`src/rtl/fountain_pkg.sv`:
```
package fountain_pkg;

    localparam int TEMP_W    = 8;
    localparam int NUM_TANKS = 2;
    localparam int HOT_IDX   = 0;
    localparam int COLD_IDX  = 1;

    // Thermal thresholds in whole degrees F
    localparam int HOT_ON_F   = 155;
    localparam int HOT_OFF_F  = 160;
    localparam int HOT_OK_F   = 150;
    localparam int COLD_ON_F  = 45;
    localparam int COLD_OFF_F = 40;
    localparam int COLD_OK_F  = 50;

    // Level flags; the bit order is the external encoding of the level ports
    typedef struct packed {
        logic above95;
        logic above80;
        logic above30;
        logic above20;
    } lvl_flags_t;

    typedef struct packed {
        logic fill;
        logic lock;
    } lvl_state_t;

    typedef struct packed {
        logic demand;
        logic std_on;
        logic hc_on;
        logic outlet_dis;
        logic green;
        logic red;
    } therm_state_t;

endpackage

```
`src/rtl/fountain_level_loop.sv`:
```
module fountain_level_loop
    import fountain_pkg::*;
(
    input  logic       clk,
    input  logic       rst_n,
    input  lvl_flags_t lvl,
    output logic       fill_o,
    output logic       lock_o,
    output logic       lock_nxt_o
);

    lvl_state_t st_d, st_q;

    always_comb begin
        st_d = st_q;
        // Fill loop: open below the lower mark, close at the upper mark
        if (!lvl.above80) begin
            st_d.fill = 1'b1;
        end else if (lvl.above95) begin
            st_d.fill = 1'b0;
        end
        // Safety lockout: set below the low mark, cleared above the release mark
        if (!lvl.above20) begin
            st_d.lock = 1'b1;
        end else if (lvl.above30) begin
            st_d.lock = 1'b0;
        end
    end

    always_ff @(posedge clk or negedge rst_n) begin
        if (!rst_n) begin
            st_q <= '0;
        end else begin
            st_q <= st_d;
        end
    end

    assign fill_o     = st_q.fill;
    assign lock_o     = st_q.lock;
    assign lock_nxt_o = st_d.lock;

endmodule

```
`src/rtl/fountain_thermal_loop.sv`:
```
module fountain_thermal_loop
    import fountain_pkg::*;
#(
    parameter bit HEAT  = 1'b1,
    parameter int TW    = TEMP_W,
    parameter int ON_T  = HOT_ON_F,
    parameter int OFF_T = HOT_OFF_F,
    parameter int OK_T  = HOT_OK_F
) (
    input  logic          clk,
    input  logic          rst_n,
    input  logic [TW-1:0] temp,
    input  logic          high_use,
    input  logic          lock_nxt,
    output logic          std_on_o,
    output logic          hc_on_o,
    output logic          outlet_dis_o,
    output logic          green_o,
    output logic          red_o
);

    localparam logic [TW-1:0] ON_C  = TW'(ON_T);
    localparam logic [TW-1:0] OFF_C = TW'(OFF_T);
    localparam logic [TW-1:0] OK_C  = TW'(OK_T);

    logic start_c;
    logic stop_c;
    logic ok_c;

    // The direction of every comparison depends on heating versus cooling
    generate
        if (HEAT) begin : g_heat
            assign start_c = (temp <= ON_C);
            assign stop_c  = (temp >= OFF_C);
            assign ok_c    = (temp >  OK_C);
        end else begin : g_cool
            assign start_c = (temp >  ON_C);
            assign stop_c  = (temp <= OFF_C);
            assign ok_c    = (temp <  OK_C);
        end
    endgenerate

    therm_state_t st_d, st_q;

    always_comb begin
        st_d = st_q;
        if (lock_nxt) begin
            st_d.demand = 1'b0;
        end else if (start_c) begin
            st_d.demand = 1'b1;
        end else if (stop_c) begin
            st_d.demand = 1'b0;
        end
        st_d.std_on     = st_d.demand & ~high_use;
        st_d.hc_on      = st_d.demand &  high_use;
        st_d.green      = ok_c;
        st_d.red        = ~ok_c;
        st_d.outlet_dis = ~ok_c | lock_nxt;
    end

    always_ff @(posedge clk or negedge rst_n) begin
        if (!rst_n) begin
            st_q            <= '0;
            st_q.red        <= 1'b1;
            st_q.outlet_dis <= 1'b1;
        end else begin
            st_q <= st_d;
        end
    end

    assign std_on_o     = st_q.std_on;
    assign hc_on_o      = st_q.hc_on;
    assign outlet_dis_o = st_q.outlet_dis;
    assign green_o      = st_q.green;
    assign red_o        = st_q.red;

endmodule

```
`src/rtl/fountain_tank.sv`:
```
module fountain_tank
    import fountain_pkg::*;
#(
    parameter bit HEAT  = 1'b1,
    parameter int TW    = TEMP_W,
    parameter int ON_T  = HOT_ON_F,
    parameter int OFF_T = HOT_OFF_F,
    parameter int OK_T  = HOT_OK_F
) (
    input  logic          clk,
    input  logic          rst_n,
    input  logic [3:0]    lvl_raw,
    input  logic [TW-1:0] temp,
    input  logic          high_use,
    output logic          fill_o,
    output logic          std_on_o,
    output logic          hc_on_o,
    output logic          outlet_dis_o,
    output logic          green_o,
    output logic          red_o
);

    lvl_flags_t lvl;
    logic       lock_q;
    logic       lock_nxt;

    assign lvl = lvl_flags_t'(lvl_raw);

    fountain_level_loop level_i (
        .clk        (clk),
        .rst_n      (rst_n),
        .lvl        (lvl),
        .fill_o     (fill_o),
        .lock_o     (lock_q),
        .lock_nxt_o (lock_nxt)
    );

    fountain_thermal_loop #(
        .HEAT  (HEAT),
        .TW    (TW),
        .ON_T  (ON_T),
        .OFF_T (OFF_T),
        .OK_T  (OK_T)
    ) thermal_i (
        .clk          (clk),
        .rst_n        (rst_n),
        .temp         (temp),
        .high_use     (high_use),
        .lock_nxt     (lock_nxt),
        .std_on_o     (std_on_o),
        .hc_on_o      (hc_on_o),
        .outlet_dis_o (outlet_dis_o),
        .green_o      (green_o),
        .red_o        (red_o)
    );

    logic unused_lock;
    assign unused_lock = lock_q;

endmodule

```
`src/rtl/fountain_ctrl.sv`:
```
module fountain_ctrl
    import fountain_pkg::*;
#(
    parameter int TW         = TEMP_W,
    parameter int HOT_ON     = HOT_ON_F,
    parameter int HOT_OFF    = HOT_OFF_F,
    parameter int HOT_OK     = HOT_OK_F,
    parameter int COLD_ON    = COLD_ON_F,
    parameter int COLD_OFF   = COLD_OFF_F,
    parameter int COLD_OK    = COLD_OK_F
) (
    input  logic          clk,
    input  logic          rst_n,
    input  logic          high_use,
    input  logic [3:0]    hot_lvl,
    input  logic [3:0]    cold_lvl,
    input  logic [TW-1:0] hot_temp,
    input  logic [TW-1:0] cold_temp,
    output logic          hot_fill,
    output logic          cold_fill,
    output logic          hot_outlet_dis,
    output logic          cold_outlet_dis,
    output logic          hot_green,
    output logic          hot_red,
    output logic          cold_green,
    output logic          cold_red,
    output logic          hot_std_heat,
    output logic          hot_hc_heat,
    output logic          cold_std_cool,
    output logic          cold_hc_cool
);

    logic [3:0]    lvl_a  [NUM_TANKS];
    logic [TW-1:0] temp_a [NUM_TANKS];
    logic [NUM_TANKS-1:0] fill_a, std_a, hc_a, dis_a, grn_a, red_a;

    assign lvl_a[HOT_IDX]   = hot_lvl;
    assign lvl_a[COLD_IDX]  = cold_lvl;
    assign temp_a[HOT_IDX]  = hot_temp;
    assign temp_a[COLD_IDX] = cold_temp;

    generate
        for (genvar i = 0; i < NUM_TANKS; i++) begin : g_tank
            localparam bit IS_HOT = (i == HOT_IDX);
            fountain_tank #(
                .HEAT  (IS_HOT),
                .TW    (TW),
                .ON_T  (IS_HOT ? HOT_ON  : COLD_ON),
                .OFF_T (IS_HOT ? HOT_OFF : COLD_OFF),
                .OK_T  (IS_HOT ? HOT_OK  : COLD_OK)
            ) tank_i (
                .clk          (clk),
                .rst_n        (rst_n),
                .lvl_raw      (lvl_a[i]),
                .temp         (temp_a[i]),
                .high_use     (high_use),
                .fill_o       (fill_a[i]),
                .std_on_o     (std_a[i]),
                .hc_on_o      (hc_a[i]),
                .outlet_dis_o (dis_a[i]),
                .green_o      (grn_a[i]),
                .red_o        (red_a[i])
            );
        end
    endgenerate

    assign hot_fill        = fill_a[HOT_IDX];
    assign cold_fill       = fill_a[COLD_IDX];
    assign hot_outlet_dis  = dis_a[HOT_IDX];
    assign cold_outlet_dis = dis_a[COLD_IDX];
    assign hot_green       = grn_a[HOT_IDX];
    assign hot_red         = red_a[HOT_IDX];
    assign cold_green      = grn_a[COLD_IDX];
    assign cold_red        = red_a[COLD_IDX];
    assign hot_std_heat    = std_a[HOT_IDX];
    assign hot_hc_heat     = hc_a[HOT_IDX];
    assign cold_std_cool   = std_a[COLD_IDX];
    assign cold_hc_cool    = hc_a[COLD_IDX];

endmodule

```
`config.mk`:
```
export PLATFORM = sky130hd
export DESIGN_NAME = fountain_ctrl
export DESIGN_NICKNAME = d
export VERILOG_FILES = /design/src/rtl/fountain_pkg.sv /design/src/rtl/fountain_level_loop.sv /design/src/rtl/fountain_thermal_loop.sv /design/src/rtl/fountain_tank.sv /design/src/rtl/fountain_ctrl.sv
export SDC_FILE = /design/constraint.sdc
export NUM_CORES = 1
export LEC_CHECK = 0
export ABC_AREA = 1
export BUFFER_PORTS_ARGS = -buffer_cell sky130_fd_sc_hd__clkbuf_2
export CORE_UTILIZATION = 40
export CTS_CLUSTER_DIAMETER = 100
export DETAILED_ROUTE_END_ITERATION = 8
export PLACE_DENSITY = 0.75
export SLEW_MARGIN = 40
export SYNTH_ARGS = -nofsm -noshare
export SYNTH_HDL_FRONTEND = slang
export SYNTH_SLANG_ARGS = --single-unit
```
`constraint.sdc`:
```
create_clock -name clk -period 1.1 [get_ports clk]
set_input_delay 0.165 -clock clk [delete_from_list [all_inputs] [get_ports clk]]
set_output_delay 0.165 -clock clk [all_outputs]
set_load 0.01 [all_outputs]
```
==> results.md <==
* Slowest CP cell: dfstp_2
* Routed len/inst at 9.26 um
* Pre-Repair DR Iteration Count at 4
* Pin count of the biggest net entering global routing at 17
* Final setup violation count at 0
* Synth Area in Compound Gates at 6.07%
* Max H-tree Level at 1
* First-pass GRT wire length at slightly below 2000 um
* CP Class: reg2out
* #FFs+latches synth at 16
* CTS Buffer Depth at 2
* RSZ-0062 raised after global routing: true
* RR Startpoint: g_tank[0].tank_i.level_i.lock_o$_DFF_PN0_
* Leak Pwr at 0.000551 uW
* Slew HR at between 70% and 80%
* Tcrit/Tclk final at 97.6%
* Final hold violation count at 0
* CP cell instances: buf_6
* Hold Slack at 0.0509 ns
* Clock sink count at 16
* Register-to-register setup slack at roughly 0.15 ns
* Final HPWL DP at between 900 and 1000 um
* Post-synth cell types at 16
* Cell Count, Final, Fillers Out at 129
* Via density at about 4.5
* WL met3 at just over 70 um
* Power Density at approximately 1300 nW/um^2
* GRT Overall Usage at ~16%
* Final Max Slew Viols at 0
* Core area at 1510 um^2
* Area after DPL at about 850 um^2
* Worst r2r path cells at 6
* Routed WL at between 1000 and 1500 um
* Post-route minimum period at about 1.1 ns
* Die area at around 1800 um^2
* Final nets at approximately 140
* Worst-Skew Late Latency at 0.28 ns
* Core Rows at 14
* Hold Startpoint: cold_lvl[0]
* Worst r2r dst: g_tank[0].tank_i.thermal_i.hc_on_o$_DFF_PN0_
* Drt drc at 0
* ANT nets after route at 0
* Grt total ovfl at 0
* NetSw at roughly 280 uW
* Synth Area in Simple Gates at roughly 22%
* Syn Nets at a little under 100
* Hold EP: g_tank[1].tank_i.level_i.lock_o$_DFF_PN0_
* IO Port Bufs at 38
* CTS clock-pin slew for the worst setup and hold paths at approximately 0.09 ns
* Critical Path RT at between 0.9 and 1 ns
* Initial antenna violation count at 0
* Filler cell count in the final layout at 139
* Post-Place Cells at 124
* WL met2 at approximately 640 um
* Adder-Cell Fraction of Synth Area at 0%
* Seq pwr share at between 50% and 60%
* Post-Place Worst Slack at about 0.15 ns
* Dominant delay contributor by cell family on the critical path: flip-flops
* Top sig layer: met4
* Drt first-iter violations at 6
* Crit-path max cell delay at approximately 0.54 ns
* Layout area overhead at 44.0%
* P_int at 915 uW
* Measured slew at the worst slew-check pin at 0.371 ns
* Die height at ~42 um
* I/O Pins at 39
* Final GP Congestion at ~0.81
* Layout cell share with drive strength beyond 1 at 46.9%
* Critical Path End Type: output port
* Sequential area share after synthesis at ~63%
* Root Driver: clkbuf_4
* Fin area at between 900 and 1000 um^2
* Layout Skew at between 0.002 and 0.003 ns
* Clock Power Share at about a third
* Min-delay worst type: in2reg
* CP max FO at 1
* DRT met1 WL at 466 um
* Crit path DAT at about 0.91 ns
* Ys Warns at 0
* Vias post-DR at 580
* Worst Path Buf+Inv at 1
* Max Cap Viol at 0
* CTS tree: yes
* VDD IR max at 0.547 mV
* TritonCTS Buffers at 3
* Sw Ratio at 23.3%
* Vias in the first global route at ~500
* Mapped Area at between 600 and 700 um^2
* Fmax at roughly 930 MHz
* Worst setup SP type: flip-flop
* Avg Inst Size Synth at roughly 9.1 um^2
* Outcome: complete, no violations
* Post-synthesis mux area share at 0%
* Starting Density at between 40% and 50%
* Logic pwr share at between 10% and 20%
* # diodes at 0
* WHS Path Cells at 2
* Setup ws final at 0.0264 ns
* Largest family of logic cells by synthesized area: simple AND/OR/NAND/NOR gates
* Post-synthesis xor/xnor area fraction at 0%
* Die W at 42.0 um
* Cells after synthesis at 70
[Yosys cell counts, drive strengths merged]
cell type | n | area, um^2
and3 | 1 | 6.26
nor2 | 7 | 28.8
inv | 14 | 52.6
or2 | 1 | 6.26
dfrtp | 12 | 300
nand3 | 2 | 10.0
o21ai | 7 | 38.8
nor3 | 1 | 5.00
dfstp | 4 | 105
and2 | 1 | 6.26
nand2 | 20 | 80.1
[per-layer routing]
| layer | global-route usage, % | vias to the layer above |
|---|---|---|
| met3 | 4.74 | 2 |
| met4 | 11.6 | 0 |
| li1 | - | 298 |
| met5 | 0 | - |
| met1 | 16.7 | 258 |
| met2 | 25.6 | 22 |
[power groups by stage]
stage	Sequential [uW]	Combinational, uW	Clock [uW]
6_report	640	176	377
5_1_grt	643	200	426
4_1_cts	638	170	395
3_5_place_dp	649	166	0
3_3_place_gp	648	161	0
2_1_floorplan	663	56.8	0
[cells in the final DEF (no fill, tap or decap)]
cell	synthesis	layout
buf_6	0	4
nand2_1	18	18
and2_1	1	1
inv_1	11	11
clkbuf_4	0	3
o21ai_0	4	4
dfrtp_1	12	12
or2_1	1	1
nor3_1	1	1
clkbuf_2	0	34
nor2_1	6	6
nand3_1	2	2
o21ai_2	1	1
dfstp_2	4	4
clkbuf_8	0	1
and3_1	1	1
o21ai_1	2	2
nand2_2	2	2
nor2_2	1	1
inv_2	3	3
dlygate4sd3_1	0	1
[registers in the layout (all words and copies together) (netlist names)]
| register | count |
|---|---|
| g_tank.tank_i.thermal_i.red_o | 2 |
| g_tank.tank_i.level_i.fill_o | 2 |
| g_tank.tank_i.thermal_i.st_q | 2 |
| g_tank.tank_i.thermal_i.green_o | 2 |
| g_tank.tank_i.thermal_i.hc_on_o | 2 |
| g_tank.tank_i.thermal_i.outlet_dis_o | 2 |
| g_tank.tank_i.thermal_i.std_on_o | 2 |
| g_tank.tank_i.level_i.lock_o | 2 |
[worst max-delay path by stage]
stage | startpoint | end | slack (ns) | cells after the start
floorplan | g_tank[1].tank_i.thermal_i.st_q[5]$_DFF_PN0_ | g_tank[1].tank_i.thermal_i.hc_on_o$_DFF_PN0_ | 0.25 | 6
global placement | g_tank[0].tank_i.level_i.lock_o$_DFF_PN0_ | g_tank[0].tank_i.thermal_i.hc_on_o$_DFF_PN0_ | 0.21 | 6
global route | g_tank[0].tank_i.thermal_i.red_o$_DFF_PN1_ | hot_red | -0.01 | 1
finish | g_tank[1].tank_i.thermal_i.red_o$_DFF_PN1_ | cold_red | 0.03 | 1
detailed placement | g_tank[0].tank_i.level_i.lock_o$_DFF_PN0_ | g_tank[0].tank_i.thermal_i.std_on_o$_DFF_PN0_ | 0.15 | 6
CTS | g_tank[1].tank_i.thermal_i.red_o$_DFF_PN1_ | cold_red | -0.004 | 1
[final cells by class]
class                           instances  area (um^2)  area share (%)
Inverter                               14         52.6            5.71
Multi-Input combinational cell         40          181            19.7
Tap cell                               16         20.0            2.17
Sequential cell                        16          405            44.0
Clock buffer                            4         36.3            3.94
Timing Repair Buffer                   39          225            24.5
[cell families (layout without fill, tap and decap cells)]
logic type / count (synthesis) / count (layout)
AND/OR/NAND/NOR: 33 / 33
buffers and inverters: 14 / 57
flip-flops: 16 / 16
AO/OA/AOI/OAI: 7 / 7
[per-stage QoR]
stage               util, %  power (uW)  TNS [ns]
finish                 61.1        1190         0
global route           61.1        1270   -0.0315
CTS                    59.5        1200  -0.00392
detailed placement     56.4         815         0
global placement       56.4         809         0
floorplan                 -         720         0
[what timing repair did]
action,in CTS,in global routing
setup buffers,0,0
endpoints found under the setup margin,2,4
gates cloned,0,0
gates resized for setup,0,8
hold endpoints to repair,12,0
hold buffers,1,0
Note: power is estimated with default switching activity, not from simulation.
